**config.mk**
```make
export PLATFORM = sky130hd
export DESIGN_NAME = lru_set_tracker
export DESIGN_NICKNAME = d
export VERILOG_FILES = /design/src/rtl/lru_pkg.sv /design/src/rtl/lru_cmd_decode.sv /design/src/rtl/lru_order_update.sv /design/src/rtl/lru_set_tracker.sv
export SDC_FILE = /design/constraint.sdc
export NUM_CORES = 1
export LEC_CHECK = 0
export CORE_MARGIN = 2
export CORE_UTILIZATION = 55
export CTS_CLUSTER_DIAMETER = 50
export CTS_CLUSTER_SIZE = 12
export DETAILED_ROUTE_END_ITERATION = 12
export PLACE_DENSITY = 0.8
export SYNTH_ARGS = -nofsm -noshare
export SYNTH_HDL_FRONTEND = slang
export SYNTH_HIERARCHICAL = 1
export SYNTH_SLANG_ARGS = --single-unit
```
**constraint.sdc**
```tcl
create_clock -name clk -period 6.7 [get_ports clk]
set_input_delay 1.005 -clock clk [delete_from_list [all_inputs] [get_ports clk]]
set_output_delay 1.005 -clock clk [all_outputs]
set_load 0.01 [all_outputs]
```
**src/rtl/lru_pkg.sv**
```systemverilog
package lru_pkg;

    // Decoded usage command for one clock cycle
    typedef enum logic [1:0] {
        CMD_NONE    = 2'd0,
        CMD_HIT     = 2'd1,
        CMD_INVAL   = 2'd2,
        CMD_REFILL  = 2'd3
    } lru_cmd_e;

    // Direction an entry is moved inside the order list
    typedef enum logic [1:0] {
        MOVE_HOLD   = 2'd0,
        MOVE_TO_MRU = 2'd1,
        MOVE_TO_LRU = 2'd2
    } lru_move_e;

    function automatic int idx_width(input int ways);
        return (ways > 1) ? $clog2(ways) : 1;
    endfunction

endpackage

```
**src/rtl/lru_cmd_decode.sv**
```systemverilog
module lru_cmd_decode
    import lru_pkg::*;
(
    input  logic     clk,
    input  logic     rst,
    input  logic     acc_req,
    input  logic     acc_wr,
    input  logic     acc_inv,
    input  logic     rep_req,
    output lru_cmd_e cmd
);

    // direction of the access never affects the usage order
    logic unused_dir;
    assign unused_dir = acc_wr;

    always_comb begin
        cmd = CMD_NONE;
        if (acc_req && rep_req) begin
            cmd = CMD_NONE;
        end else if (acc_req) begin
            cmd = acc_inv ? CMD_INVAL : CMD_HIT;
        end else if (rep_req && !acc_inv) begin
            cmd = CMD_REFILL;
        end
    end


    illegal_combo_chk: assert property (@(posedge clk) disable iff (rst)
        (acc_req && rep_req) || (rep_req && acc_inv) |-> cmd == CMD_NONE);

endmodule

```
**src/rtl/lru_order_update.sv**
```systemverilog
module lru_order_update
    import lru_pkg::*;
#(
    parameter int NUM_WAYS = 32,
    parameter int IDX_W    = idx_width(NUM_WAYS)
) (
    input  logic                              clk,
    input  logic                              rst,
    input  logic [NUM_WAYS-1:0][IDX_W-1:0]    order_in,
    input  logic [IDX_W-1:0]                  sel_way,
    input  lru_move_e                         move,
    output logic [NUM_WAYS-1:0][IDX_W-1:0]    order_out
);

    logic [NUM_WAYS-1:0] match;      // slot holds sel_way
    logic [NUM_WAYS-1:0] at_or_above; // slot index >= position of sel_way
    logic [NUM_WAYS-1:0] at_or_below; // slot index <= position of sel_way
    logic                found;

    logic [NUM_WAYS-1:0][IDX_W-1:0] promoted;
    logic [NUM_WAYS-1:0][IDX_W-1:0] demoted;

    always_comb begin
        for (int i = 0; i < NUM_WAYS; i++) begin
            match[i] = (order_in[i] == sel_way);
        end
        for (int i = 0; i < NUM_WAYS; i++) begin
            at_or_above[i] = 1'b0;
            at_or_below[i] = 1'b0;
            for (int j = 0; j < NUM_WAYS; j++) begin
                if (j <= i) at_or_above[i] = at_or_above[i] | match[j];
                if (j >= i) at_or_below[i] = at_or_below[i] | match[j];
            end
        end
        found = |match;
    end

    genvar g;
    generate
        for (g = 0; g < NUM_WAYS; g++) begin : g_slot
            if (g == NUM_WAYS - 1) begin : g_top
                assign promoted[g] = found ? sel_way : order_in[g];
            end else begin : g_mid_up
                assign promoted[g] = at_or_above[g] ? order_in[g+1] : order_in[g];
            end
            if (g == 0) begin : g_bottom
                assign demoted[g] = found ? sel_way : order_in[g];
            end else begin : g_mid_dn
                assign demoted[g] = (at_or_below[g] && !match[g]) || (match[g])
                                    ? order_in[g-1] : order_in[g];
            end
        end
    endgenerate

    always_comb begin
        unique case (move)
            MOVE_TO_MRU: order_out = promoted;
            MOVE_TO_LRU: order_out = demoted;
            default:     order_out = order_in;
        endcase
    end

    // a present way is never lost by a move
    move_keeps_way_chk: assert property (@(posedge clk) disable iff (rst)
        found && move != MOVE_HOLD |-> $countones(match) == 1);

endmodule

```
**src/rtl/lru_set_tracker.sv**
```systemverilog
module lru_set_tracker
    import lru_pkg::*;
#(
    parameter int NUM_WAYS = 32,
    localparam int IDX_W   = idx_width(NUM_WAYS)
) (
    input  logic             clk,
    input  logic             rst,
    input  logic             acc_req,
    input  logic             acc_wr,
    input  logic             acc_inv,
    input  logic [IDX_W-1:0] acc_way,
    input  logic             rep_req,
    output logic [IDX_W-1:0] victim_way
);

    typedef struct packed {
        logic [NUM_WAYS-1:0][IDX_W-1:0] order; // [0] = LRU, [NUM_WAYS-1] = MRU
    } state_t;

    state_t    st_d, st_q;
    lru_cmd_e  cmd;
    lru_move_e move;
    logic [IDX_W-1:0]               sel_way;
    logic [NUM_WAYS-1:0][IDX_W-1:0] order_next;

    lru_cmd_decode u_dec (
        .clk     (clk),
        .rst     (rst),
        .acc_req (acc_req),
        .acc_wr  (acc_wr),
        .acc_inv (acc_inv),
        .rep_req (rep_req),
        .cmd     (cmd)
    );

    always_comb begin
        sel_way = acc_way;
        move    = MOVE_HOLD;
        unique case (cmd)
            CMD_HIT:    move = MOVE_TO_MRU;
            CMD_INVAL:  move = MOVE_TO_LRU;
            CMD_REFILL: begin
                move    = MOVE_TO_MRU;
                sel_way = st_q.order[0];
            end
            default:    move = MOVE_HOLD;
        endcase
    end

    lru_order_update #(
        .NUM_WAYS (NUM_WAYS),
        .IDX_W    (IDX_W)
    ) u_upd (
        .clk       (clk),
        .rst       (rst),
        .order_in  (st_q.order),
        .sel_way   (sel_way),
        .move      (move),
        .order_out (order_next)
    );

    always_comb begin
        st_d       = st_q;
        st_d.order = order_next;
    end

    always_ff @(posedge clk) begin
        if (rst) begin
            for (int i = 0; i < NUM_WAYS; i++) begin
                st_q.order[i] <= IDX_W'(i);
            end
        end else begin
            st_q <= st_d;
        end
    end

    assign victim_way = st_q.order[0];

    // ---------------- assertions ----------------
    logic [NUM_WAYS-1:0] way_present;
    always_comb begin
        way_present = '0;
        for (int i = 0; i < NUM_WAYS; i++) begin
            for (int w = 0; w < NUM_WAYS; w++) begin
                if (st_q.order[i] == IDX_W'(w)) way_present[w] = 1'b1;
            end
        end
    end


    reset_victim_chk: assert property (@(posedge clk)
        rst |=> victim_way == '0);


    permutation_chk: assert property (@(posedge clk) disable iff (rst)
        &way_present);


    idle_frozen_chk: assert property (@(posedge clk) disable iff (rst)
        !acc_req && !rep_req |=> $stable(st_q));


    illegal_frozen_chk: assert property (@(posedge clk) disable iff (rst)
        (acc_req && rep_req) || (!acc_req && rep_req && acc_inv) |=> $stable(st_q));


    hit_to_mru_chk: assert property (@(posedge clk) disable iff (rst)
        acc_req && !acc_inv && !rep_req && (int'(acc_way) < NUM_WAYS)
        |=> st_q.order[NUM_WAYS-1] == $past(acc_way));


    inval_to_victim_chk: assert property (@(posedge clk) disable iff (rst)
        acc_req && acc_inv && !rep_req && (int'(acc_way) < NUM_WAYS)
        |=> victim_way == $past(acc_way));


    refill_to_mru_chk: assert property (@(posedge clk) disable iff (rst)
        rep_req && !acc_req && !acc_inv
        |=> st_q.order[NUM_WAYS-1] == $past(victim_way));

endmodule

```
==> out/qor.yml <==
run_status: "finished clean"
rr_endpoint: "st_q[84]"
criticalPathCategory: "input pin to flop"
clock_tree.htree_level_count: 4
layout-area-overhead-vs-synth_pct: 6.463
pin_count_of_the_biggest_net_entering_global_routing: 98
ys.flop_type: "sky130_fd_sc_hd__dfxtp_1"
cap_viol_max_count: 0
holdBufCountCts: 0
initial_core_util: 0.5643
synth_fp_nets: 1299
antenna_left: 0
synth_compound_gate_area_share: 0.2265
synth_area_per_cell_um2: 8.596
detail_route.drc_violations: 0
synth_area_um2: 11050
final_period_minus_worst_setup_slack_ps: 5905
hpwl_um: 20760
final_layout_size_suffix_gt1_frac: 0.06766
worst_ir_drop_vdd_mv: 0.1959
antenna_cells: 0
globalRouteOverflowTotal: 0
r2r_start: "victim_way[0]"
hold_start: "st_q[127]"
final-hold-violation-count: 0
max-slew-margin-rel: 0.2455
synth.lib_cells_used.distinct: 66
rsz0062_at_grt: "false"
floorplan.die.height_um: 145.8
wl_per_cell_um: 19.71
arrival_ps: 6230
max_slew.worst_pin.slew_ps: 1129
synth-xor-area-share: 0.1268
cts_repair_resize_count: 0
async_reset_ff_frac: 0
timing.critical_path.to_type: "flop"
tritoncts: "done"
tritoncts_num_sinks: 160
worst_hold_endpoint: "st_q[127]"
power.combinational.fraction: 0.323
power.clock.fraction: 0.316
die_area_um2: 21250
grt_pass1_wl_um: 49000
power_density_nw_per_um2: 272.9
first_global_vias: 9450
setup-violations-final: 0
via_count: 10100
wirelength_um: 30280
ys_ff_latch: 160
switchingPower_uw: 1140
leakagePower_uw: 0.004663
max_freq_mhz: 169.3
setup.reg_to_reg.worst_slack_ps: 2340
most_used_standard_cell_by_instance_count_after_synthesis: "sky130_fd_sc_hd__dfxtp_1"
power.sequential.fraction: 0.361
clk_transition_reported_paths_ps: 70
startpoint_class: "input pin"
io_buffers: 14
fp.coreArea_um2: 19590
synthesis.instances: 1286
worst_hold_path_type: "flop to flop"
multiInputGateArea_um2: 7188
fin_setup_tns_ps: 0
ys_top_cells_by_count: "sky130_fd_sc_hd__dfxtp_1, sky130_fd_sc_hd__a221o_1, sky130_fd_sc_hd__xor2_1"
cts_made_buffers: 17
cts_setup_buffers: 0
synth_enable_flop_cells: 0
finClkSkew_ps: 9.363
number_of_fill_cells_in_the_layout: 1719
finish.net_count: 1271
worst_hold_path.num_cells: 3
dr.first_iter.drc_count: 1155
synth.top_cell.area_share: 0.2898
yosys.area_share.simple: 0.2661
placedCellCount: 1504
yosys.area_share.adder: 0.002264
critical_path.max_fanout: 18
detail_route.vias_per_cell: 6.577
period_share: 0.8813
clock_path_buffers: 2
drt_first_pass_iters: 8
worst_hold_slack_ps: 614.1
die-width_um: 145.8
worst_r2r_path_depth: 11
yosys_warnings: 6
gp_congestion: 0.8998
yosys.area.top_type: "sky130_fd_sc_hd__dfxtp_1"
worst-endpoint-required_ps: 7030
regArea_um2: 3203
yosys-mux-area-fraction: 0.02864
io_count: 16
synth.area.top_cells: "sky130_fd_sc_hd__dfxtp_1, sky130_fd_sc_hd__a221o_1, sky130_fd_sc_hd__xor2_1, sky130_fd_sc_hd__xnor2_1, sky130_fd_sc_hd__nor2b_1"
slew_viol_final: 0
grt_util_all_layers: 0.2779
grt_antenna_before_repair: 0
power_switching_share: 0.3549
p_int_uw: 2072
cts-root-buf: "sky130_fd_sc_hd__clkbuf_16"
finalNonFillerCells: 1536
clk_latency_ps: 440
yosysSeqAreaShare: 0.2898
dominant_combinational_cell_family_by_area_after_synthesis: "simple AND/OR/NAND/NOR gates"
standard_cell_row_count: 51
==> cell usage in the layout (no fill, tap or decap), types with 5 or more instances in the layout <==
cell type	instances
sky130_fd_sc_hd__nand4_1	7
sky130_fd_sc_hd__o22ai_1	10
sky130_fd_sc_hd__inv_1	42
sky130_fd_sc_hd__or2_1	80
sky130_fd_sc_hd__a221o_1	109
sky130_fd_sc_hd__xor2_1	93
sky130_fd_sc_hd__clkbuf_16	17
sky130_fd_sc_hd__a31o_2	6
sky130_fd_sc_hd__nor4_4	5
sky130_fd_sc_hd__mux2_2	5
sky130_fd_sc_hd__dfxtp_1	160
sky130_fd_sc_hd__and2_1	51
sky130_fd_sc_hd__nor3_1	59
sky130_fd_sc_hd__nor2_1	44
sky130_fd_sc_hd__o211ai_1	7
sky130_fd_sc_hd__o22a_1	5
sky130_fd_sc_hd__nand2_1	75
sky130_fd_sc_hd__a21oi_1	34
sky130_fd_sc_hd__a222oi_1	10
sky130_fd_sc_hd__nor2b_1	86
sky130_fd_sc_hd__o31ai_1	8
sky130_fd_sc_hd__xnor2_1	67
sky130_fd_sc_hd__and3_1	30
sky130_fd_sc_hd__o31a_1	5
sky130_fd_sc_hd__a22o_1	20
sky130_fd_sc_hd__a22oi_1	15
sky130_fd_sc_hd__mux2i_1	26
sky130_fd_sc_hd__clkdlybuf4s50_1	13
sky130_fd_sc_hd__a31oi_1	13
sky130_fd_sc_hd__a21o_1	15
sky130_fd_sc_hd__a311o_1	5
sky130_fd_sc_hd__o21ai_0	18
sky130_fd_sc_hd__buf_4	19
sky130_fd_sc_hd__nand3_1	47
==> stage by stage <==
step	util	setup WS (ps)	instance area (um2)	power (uW)
finish	0.6008	795.0	11770	3212
global route	0.6008	681.6	11770	3346
CTS	0.6008	979.5	11770	3187
detailed placement	0.5693	519.6	11150	2173
global placement	0.5693	690.0	11150	2145
floorplan	-	2400	11050	1944
==> per-layer routing <==
layer / routed length (um) / vias to the layer above / track usage
li1: - / 4640 / -
met2: 14020 / 505 / 0.4557
met1: 13290 / 4879 / 0.3775
met3: 2299 / 79 / 0.04295
met4: 665 / 0 / 0.08480
met5: 0 / - / 0
==> state kept, by name, indices dropped and copies added (netlist names) <==
signal	flops
st_q	155
victim_way	5
==> worst max-delay path, cell delays in order <==
cell,delay [ps]
sky130_fd_sc_hd__clkdlybuf4s50_1,420
sky130_fd_sc_hd__nand2b_1,170
sky130_fd_sc_hd__a21oi_1,430
sky130_fd_sc_hd__nand2_1,320
sky130_fd_sc_hd__mux2_2,750
sky130_fd_sc_hd__buf_4,450
sky130_fd_sc_hd__xor2_1,150
sky130_fd_sc_hd__nor3_1,360
sky130_fd_sc_hd__nand3_1,190
sky130_fd_sc_hd__and4_1,290
sky130_fd_sc_hd__and3_1,470
sky130_fd_sc_hd__a41oi_1,650
sky130_fd_sc_hd__o22ai_1,180
sky130_fd_sc_hd__a21o_1,180
sky130_fd_sc_hd__or2_1,190
==> final cells by class <==
| cell class | instances | share of cell area |
|---|---|---|
| clock inverter | 12 | 0.01350 |
| inverter | 42 | 0.01340 |
| timing repair buffer | 32 | 0.02318 |
| clock buffer | 20 | 0.03880 |
| multi-input combinational | 1005 | 0.6108 |
| tap | 265 | 0.02817 |
| sequential | 160 | 0.2722 |
==> worst max-delay path by stage <==
stage,slack [ps],to,depth (start not counted),startpoint
final,800,st_q[84],15,acc_req
after floorplan,2400,st_q[155],16,acc_req
after detailed placement,520,st_q[155],15,acc_req
after global routing,680,st_q[84],15,acc_req
after global placement,690,st_q[155],15,acc_req
after CTS,980,st_q[155],15,acc_req
==> power groups by stage <==
stage	Clock, uW	Combinational, uW	Sequential [uW]
final	1020	1040	1160
after global routing	1060	1110	1170
after CTS	1020	1010	1150
after detailed placement	0	999	1170
after global placement	0	973	1170
after floorplan	0	808	1140
==> logic make-up (layout without fill, tap and decap cells) <==
group                    count (synthesis)  in the layout
AND/OR/NAND/NOR                        512            512
AO/OA/AOI/OAI                          300            300
XOR/XNOR                               160            160
flip-flops                             160            160
buffers and inverters                  121            106
multiplexers                            31             31
adder cells (fa/ha/maj)                  2              2
Power figures use the tool's default switching activity.
